## config.mk

```make
export PLATFORM = sky130hd
export DESIGN_NAME = peak_cancel
export DESIGN_NICKNAME = d
export VERILOG_FILES = /design/src/rtl/peak_cancel.sv
export SDC_FILE = /design/constraint.sdc
export NUM_CORES = 2
export LEC_CHECK = 0
export ABC_AREA = 1
export BUFFER_PORTS_ARGS = -buffer_cell sky130_fd_sc_hd__buf_2
export CORE_ASPECT_RATIO = 1.5
export CORE_MARGIN = 8
export CORE_UTILIZATION = 51
export DETAILED_ROUTE_END_ITERATION = 6
export PLACE_DENSITY_LB_ADDON = 0.15
export SYNTH_ARGS = -nofsm -noshare
export SYNTH_HDL_FRONTEND = slang
export SYNTH_SLANG_ARGS = --single-unit
```

## constraint.sdc

```tcl
create_clock -name clk -period 17.4 [get_ports clk]
set_input_delay 2.61 -clock clk [delete_from_list [all_inputs] [get_ports clk]]
set_output_delay 2.61 -clock clk [all_outputs]
set_load 0.005 [all_outputs]
```

## src/rtl/peak_cancel.sv

```systemverilog
module peak_cancel #(
  parameter int N     = 64,
  parameter int DW    = 16,
  parameter int KW    = 16,
  parameter int KFRAC = 14,
  parameter int IW    = 4
) (
  input  logic                 clk,
  input  logic                 rst_n,
  input  logic [DW-2:0]        cfg_thresh,
  input  logic [IW-1:0]        cfg_iters,
  input  logic                 kern_we,
  input  logic [$clog2(N)-1:0] kern_addr,
  input  logic [KW-1:0]        kern_wdata,
  input  logic                 in_valid,
  output logic                 in_ready,
  input  logic [DW-1:0]        in_data,
  input  logic                 in_bypass,
  output logic                 out_valid,
  input  logic                 out_ready,
  output logic [DW-1:0]        out_data
);
  localparam int AW = $clog2(N);
  localparam int PW = DW + KW + 1;
  localparam logic signed [PW-1:0] HALF = PW'(1) << (KFRAC - 1);
  localparam logic [DW-1:0] SMAX = {1'b0, {(DW-1){1'b1}}};
  localparam logic [DW-1:0] SMIN = {1'b1, {(DW-1){1'b0}}};

  typedef enum logic [1:0] {S_LOAD, S_SCAN, S_SUB, S_SEND} st_t;
  st_t st;

  logic        [DW-1:0] sbuf [N];
  logic signed [KW-1:0] kmem [N];
  logic [AW-1:0] idx, pk_idx;
  logic [IW-1:0] itc;
  logic [DW-1:0] pk_mag;
  logic signed [DW-1:0] pk_val;
  logic byp;

  logic scan_ph, sub_ph, last, take, found_any, byp_now;
  logic signed [DW-1:0] cur;
  logic [DW-1:0] cur_mag, res;
  logic [IW-1:0] itc_n;
  logic signed [DW:0] thr_s, pk_ext, scale;
  logic signed [KW-1:0] kval;
  logic signed [PW-1:0] prod, rnd;
  logic signed [PW:0] diff;

  assign scan_ph   = st == S_SCAN;
  assign sub_ph    = st == S_SUB;
  assign last      = idx == AW'(N - 1);
  assign cur       = sbuf[idx];
  assign cur_mag   = cur[DW-1] ? DW'(-cur) : cur;
  assign take      = scan_ph && (cur_mag > pk_mag);
  assign found_any = take || (pk_mag != {1'b0, cfg_thresh});
  assign byp_now   = (idx == '0) ? in_bypass : byp;
  assign itc_n     = itc + 1'b1;

  assign thr_s  = {2'b00, cfg_thresh};
  assign pk_ext = {pk_val[DW-1], pk_val};
  assign scale  = pk_val[DW-1] ? pk_ext + thr_s : pk_ext - thr_s;
  assign kval   = kmem[idx - pk_idx];
  assign prod   = scale * kval;
  assign rnd    = (prod + HALF) >>> KFRAC;
  assign diff   = {{(KW+2){cur[DW-1]}}, cur} - {rnd[PW-1], rnd};
  assign res    = (&diff[PW:DW-1] || ~|diff[PW:DW-1]) ? diff[DW-1:0]
                : (diff[PW] ? SMIN : SMAX);

  assign in_ready  = st == S_LOAD;
  assign out_valid = st == S_SEND;
  assign out_data  = cur;

  always_ff @(posedge clk) begin
    if (kern_we) kmem[kern_addr] <= kern_wdata;
  end

  always_ff @(posedge clk) begin
    if (in_ready && in_valid) sbuf[idx] <= in_data;
    else if (sub_ph)          sbuf[idx] <= res;
  end

  always_ff @(posedge clk) begin
    if (!rst_n) begin
      st     <= S_LOAD;
      idx    <= '0;
      itc    <= '0;
      pk_mag <= '0;
      pk_val <= '0;
      pk_idx <= '0;
      byp    <= 1'b0;
    end else begin
      case (st)
        S_LOAD: if (in_valid) begin
          idx <= idx + 1'b1;
          if (idx == '0) byp <= in_bypass;
          if (last) begin
            itc    <= '0;
            pk_mag <= {1'b0, cfg_thresh};
            st     <= (byp_now || cfg_iters == '0) ? S_SEND : S_SCAN;
          end
        end
        S_SCAN: begin
          idx <= idx + 1'b1;
          if (take) begin
            pk_mag <= cur_mag;
            pk_val <= cur;
            pk_idx <= idx;
          end
          if (last) st <= found_any ? S_SUB : S_SEND;
        end
        S_SUB: begin
          idx <= idx + 1'b1;
          if (last) begin
            itc    <= itc_n;
            pk_mag <= {1'b0, cfg_thresh};
            st     <= (itc_n == cfg_iters) ? S_SEND : S_SCAN;
          end
        end
        default: if (out_ready) begin
          idx <= idx + 1'b1;
          if (last) st <= S_LOAD;
        end
      endcase
    end
  end
endmodule

```

Word-level counts from Yosys, hierarchy flattened
Memories as Yosys holds them, arrays and structs flattened. A register that Yosys moved wholly into a read port is not among the register bits.
Cells that the tools add are included.
Operators by class
  equal/unequal tests: 10
  add/sub/neg operators: 8
  shifts and indexed selects: 0
  bitwise gates (word level): 1
  reductions and logical operators: 22
  magnitude comparators: 1
  $mul: 1
  multiplexer cells: 36
  div/mod/pow operators: 0
Operators by type and width (number)
  two-way mux 16 bit: 7
  case mux 16 bit (3 select lines): 1
  adder 33 x 15 -> 33 bit (second input constant): 1
  multiplier 17 x 16 -> 33 bit: 1
  two-way mux 6 bit: 4
  subtractor 16 x 19 -> 20 bit: 1
  AND reduction 19 bit: 1
  OR reduction 19 bit: 1
  adder 16 x 16 -> 17 bit: 1
  two-way mux 17 bit: 1
  subtractor 16 x 16 -> 17 bit: 1
  greater-than comparator 16 bit: 1
  two-way mux 2 bit: 8
  inequality test 16 x 15 -> 1 bit: 1
  negation 16 bit: 1
  two-way mux 4 bit: 3
  case mux 6 bit (2 select lines): 1
  two-way mux 1 bit: 9
  case mux 4 bit (2 select lines): 1
  adder 6 x 1 -> 6 bit (second input constant): 1
  == test 6 bit (second input constant): 1
  logical NOT 6 bit: 1
  inequality test 2 x 1 -> 1 bit (second input constant): 3
  case mux 2 bit (3 select lines): 1
  other kinds (19): 27
Word-level totals
  register bits: 51
  latch bits: 0
  output and inout bits: 18
  bits in writable memories: 2048
  input port bits: 63
  bits in read-only memories: 0
  word-level logic and storage cells: 88
  memories kept: 2
Memories
  kmem: depth 64, bits a word 16, read ports 1, clocked after memory_dff 0, wr ports 1, line 33  | logic signed [KW-1:0] kmem [N];
  sbuf: depth 64, bits a word 16, read ports 1, clocked after memory_dff 1, wr ports 1, line 32  | logic [DW-1:0] sbuf [N];

Logic depth before layout (Yosys ltp)
  word-level depth: 10
  mapped depth: 57
  mapped depth without buffers: 56

Least setup slack after synthesis
OpenSTA, ideal clock, no wires.
  path kind: input to register
  start: input port cfg_thresh[1]
  end: memory sbuf[0][15], data pin
  arrival: 13106 ps
  cell stages on the path: 46
  library setup time: 702 ps
  data required time: 16698 ps
  buffers on the path: 0
  path slack: 3592 ps
  cells stage by stage: inv_1 -> ha_1 -> inv_1 -> o21ai_0 -> inv_1 -> fa_1 -> o21ai_1 -> a21oi_1 -> nor2_1 -> nor2_1 -> o21ai_1 -> nand2_1 -> nand2_1 -> a21oi_1 -> o21ai_0 -> xor2_1 -> inv_2 -> nor2_1 -> [10 not listed] -> ha_1 -> a21oi_1 -> inv_1 -> nor2_1 -> a21boi_0 -> o21ai_0 -> a21oi_1 -> nand2_1 -> nand2_1 -> nand2_1 -> ha_1 -> nand2_1 -> nor2_1 -> a211oi_1 -> nand3_1 -> nand2_1 -> a22oi_1 -> o21ai_0
Between the ends
  cells in the longest elaborated chain, start to end: 10
  elaborated cells on any way between the ends: 13
  those cells by class: 4 x add/sub; 1 x mul; 4 x mux; 4 x reduce/logical
RTL lines
  start: declaration: line 10  | input logic [DW-2:0] cfg_thresh,
  subtractor 16 x 16 -> 17 bit or adder 16 x 16 -> 17 bit (tied branches): line 61  | assign scale = pk_val[DW-1] ? pk_ext + thr_s : pk_ext - thr_s;
  two-way mux 17 bit (*): line 61
  multiplier 17 x 16 -> 33 bit (*): line 63  | assign prod = scale * kval;
  adder 33 x 15 -> 33 bit (*): line 64  | assign rnd = (prod + HALF) >>> KFRAC;
  subtractor 16 x 19 -> 20 bit (*): line 65  | assign diff = {{(KW+2){cur[DW-1]}}, cur} - {rnd[PW-1], rnd};
  OR reduction 19 bit: line 66  | assign res = (&diff[PW:DW-1] || ~|diff[PW:DW-1]) ? diff[DW-1:0]
  logical NOT 1 bit: line 66
  logical OR 1 bit: line 66
  two-way mux 16 bit (*): line 66
  two-way mux 16 bit (no line) (*)
  end: declaration: line 32
Every way passes the cells marked *; elsewhere a longest branch is shown, timed or not.

Final worst setup path
  start: register idx[0]
  end: memory sbuf[0][12], data pin
Between the ends
  cells in the longest elaborated chain, start to end: 10
  elaborated cells on any way between the ends: 12
  those cells by class: 3 x add/sub; 1 x mul; 3 x mux; 4 x reduce/logical; 1 x memory
RTL lines
  start: declaration: line 34  | logic [AW-1:0] idx, pk_idx;
  start signal: assignment: line 94  | idx <= idx + 1'b1;
  start signal: assignment: line 103  | idx <= idx + 1'b1;
  start signal: assignment: line 112  | idx <= idx + 1'b1;
  subtractor 6 bit (*): line 62  | assign kval = kmem[idx - pk_idx];
  memory read (64 x 16 bit) (*)
  multiplier 17 x 16 -> 33 bit (*): line 63
  adder 33 x 15 -> 33 bit (*): line 64
  subtractor 16 x 19 -> 20 bit (*): line 65
  OR reduction 19 bit: line 66
  logical NOT 1 bit: line 66
  logical OR 1 bit: line 66
  two-way mux 16 bit (*): line 66
  two-way mux 16 bit (no line) (*)
Marked as above.

==> results by group <==
Synthesis
  • Syn avg cell area: 11.41 um^2
  • Synth Area in Simple Gates: 0.1570
  • Syn. warnings: 0
  • #FFs+latches synth: between 2000 and 2500
  • Area leader, netlist: edfxtp_1
  • Distinct cells, synth: 66
  • Mapped Cells: 8624
  • Compound-Gate Fraction of Synth Area: 0.07494
  • Syn_nets: slightly above 9000
  • Register area share after synthesis: 0.6363
  • Mapped Area: just under 100000 um^2
  • Adder-cell area share of the yosys netlist: 0.07385
  • Top cells by area, synth: edfxtp_1 (62%), nand2_1 (8.0%), fa_1 (5.5%), nand3_1 (4.8%), a21oi_1 (3.0%)
  • Multiplexer share of the synthesized area: 0
  • Post-Synth XOR/XNOR Area: 0.009126
  • Predominant post-synthesis flop cell: edfxtp_1
  • Share of the synthesized area in the top cell type: 0.6247
  • Post-synth EDFFs: roughly 2000
  • Largest family of logic cells by synthesized area: simple AND/OR/NAND/NOR gates
  • Asr flop ratio synth: 0

Clock tree
  • CTS tree: built
  • Clock Pin Slew Worst Setup and Hold Paths: around 0.070 ns
  • Hold Buf Count CTS: 0
  • Cts repair resizes: 0
  • Setup repair bufs after CTS: 0
  • CTS Sinks: 2105
  • Worst-Skew Late Latency: ~0.89 ns
  • Max clock buf depth: 4
  • H-tree levels: 4
  • Num CTS Buffers: approximately 200
  • Clock root cell: clkbuf_16

Setup path
  • Crit Reg-Reg Endpoint: sbuf[0][12]
  • Reg2Reg Setup Slack: 2.88 ns
  • Critical Path Source Type: flip-flop
  • RR Startpoint: idx[0]
  • R2R depth: 43
  • Worst Path Required: between 15 and 20 ns
  • Max FO, Critical Path: 48
  • Crit path top cell by count: nand2_1
  • Setup crit end kind: flip-flop
  • Crit Path Category: reg2reg
  • Slowest stage delay, CP: between 1 and 1.5 ns
  • Slowest cell on the critical path: o311ai_1
  • Critical Path AT: about 15 ns

Routing
  • Routed wire length: 298800 um
  • WL met2: 154900 um
  • Top layer in use: met5
  • Vias per cell: just under 6
  • Met1 wire length: between 100000 and 150000 um
  • Post-route DRC: 1
  • DRT iter0 DRCs: approximately 6600
  • Vias post-DR: approximately 67000
  • Detailed Routing Iterations Pass 1: 7
  • DR WL/cell: about 26 um
  • ANT nets after route: 0
  • Met3 routed WL: approximately 18000 um

Floorplanning
  • Initial Util: 0.5127
  • Die W: approximately 370 um
  • DIE AREA: 207600 um^2
  • Die height: roughly 550 um
  • Row count: between 150 and 200
  • Boundary pin count: 81
  • Placeable Area: around 190000 um^2

GRT
  • Antenna violations before repair: 6
  • First-pass GRT wire length: ~440000 um
  • Number of global-route vias before repair: ~67000
  • Total grt overflow: 0
  • Largest net degree at the start of global routing: ~190
  • Total GRT Usage: 0.2798

Placement
  • HPWL Detailed: between 150000 and 200000 um
  • GPL Wtd Cong: just over 0.9
  • PortBufs: 80

Outcome
  • Failing checks: DRC
  • Outcome: complete, but fails checks

Final layout
  • Layout net count: 9132
  • Area growth from synthesis to layout: 9.319%
  • Layout cells sized above 1: 0.07852
  • Commonest non-fill, non-tap cell in the layout: nand2_1
  • Multi-input gate area: approximately 31000 um^2
  • Commonest cells after routing, fill and taps aside: nand2_1 (2106), edfxtp_1 (2048), nand3_1 (935)
  • Filler cell count: ~16000
  • Storage element area: approximately 63000 um^2

Timing
  • RSZ-0062 raised after global routing: no
  • Worst Skew: about 0.099 ns
  • Slew Viols, Final: 0
  • Final hold vios: 0
  • Final Cycle Share: 0.8344
  • Final setup violation count: 0
  • Slew @ Worst Pin: roughly 1.3 ns
  • Post-layout minimum cycle time: 14.52 ns
  • Max-Slew Margin vs Limit: 0.1490
  • Fmax: about 0.069 GHz
  • Sum of negative setup slack: 0 ns

Run
  • Max-cap viol count: 0

Worst hold path
  • Worst hold start: pk_idx[4]
  • End point of the worst hold path: pk_idx[4]
  • Hold crit path type: reg2reg
  • Hold path cells: 2
[worst max-delay path: cells and delay by family (launching register included)]
kind	cells	cell delay (ns)
compound gates	7	3.22
xor+xnor	1	0.13
fa+ha+maj	10	4.41
buf+inv	10	2.72
flops	1	0.43
simple gates	15	3.12
[how the worst max path moves through the flow]
stage,start,end
final,idx[0],sbuf[0][12]
after global routing,idx[0],sbuf[12][13]
after CTS,idx[0],sbuf[0][12]
after detailed placement,cfg_thresh[0],sbuf[0][13]
after global placement,cfg_thresh[1],sbuf[0][13]
after floorplan,cfg_thresh[1],sbuf[0][15]
[cell usage after synthesis (10+ instances only)]
cell type / number
nand3_1: 935
o211ai_1: 29
nor2_1: 560
nand2_2: 13
inv_1: 525
xor2_1: 59
clkbuf_1: 136
ha_1: 149
nand4_1: 19
a221oi_1: 154
o22ai_1: 57
o31ai_1: 20
inv_2: 20
edfxtp_1: 2048
xnor2_1: 33
buf_1: 27
dfxtp_1: 57
o311ai_0: 14
o221ai_1: 10
a21oi_1: 586
fa_1: 270
a32oi_1: 12
nor3_1: 65
o21ai_0: 242
buf_6: 48
o21ai_1: 16
nand2_1: 2107
a221o_1: 20
buf_2: 217
buf_4: 64
[metal layers]
| layer | global-route usage | up-vias |
|---|---|---|
| li1 | - | 30282 |
| met1 | 0.3243 | 33624 |
| met2 | 0.5030 | 2752 |
| met3 | 0.03250 | 732 |
| met4 | 0.1574 | 2 |
| met5 | 0 | - |
[cell type report]
cell class / instances / share of cell area
clock buffer: 246 / 0.04876
tap: 2487 / 0.02892
sequential: 2105 / 0.5822
timing repair buffer: 317 / 0.02235
inverter: 553 / 0.01968
multi-input combinational: 5474 / 0.2905
clock inverter: 105 / 0.007465
antenna: 3 / 0.00006976
[flip-flops by register name, summed over array words and instances (netlist names), named ones only]
signal and cells:
byp 1, idx 6, itc 4, kmem 1024
pk_idx 6, pk_mag 16, pk_val 16, sbuf 1024
st 2
[cells by family (layout without fill, tap and decap cells)]
logic type,count (synthesis),after routing
fa+ha+maj,419,419
compound gates,1224,1224
other cells,0,3
flops,2105,2105
xor+xnor,97,97
buf+inv,1045,1221
simple gates,3734,3734
[metrics by stage]
step	hold WS [ns]	util	cell area [um^2]	setup WS, ns	std cells
2_1_floorplan	0.4332	-	98440	3.592	8624
3_5_place_dp	0.4551	0.5289	101600	2.811	10936
6_report	0.4650	0.5604	107600	2.881	11290
4_1_cts	0.4649	0.5604	107600	2.952	11287
3_3_place_gp	0.4454	0.5289	101600	2.779	10936
5_1_grt	0.4935	0.5604	107600	2.169	11288
Power is left out: the tool's default activity adds up to more than one toggle a clock period on the data nets, which glitch-free logic cannot reach.
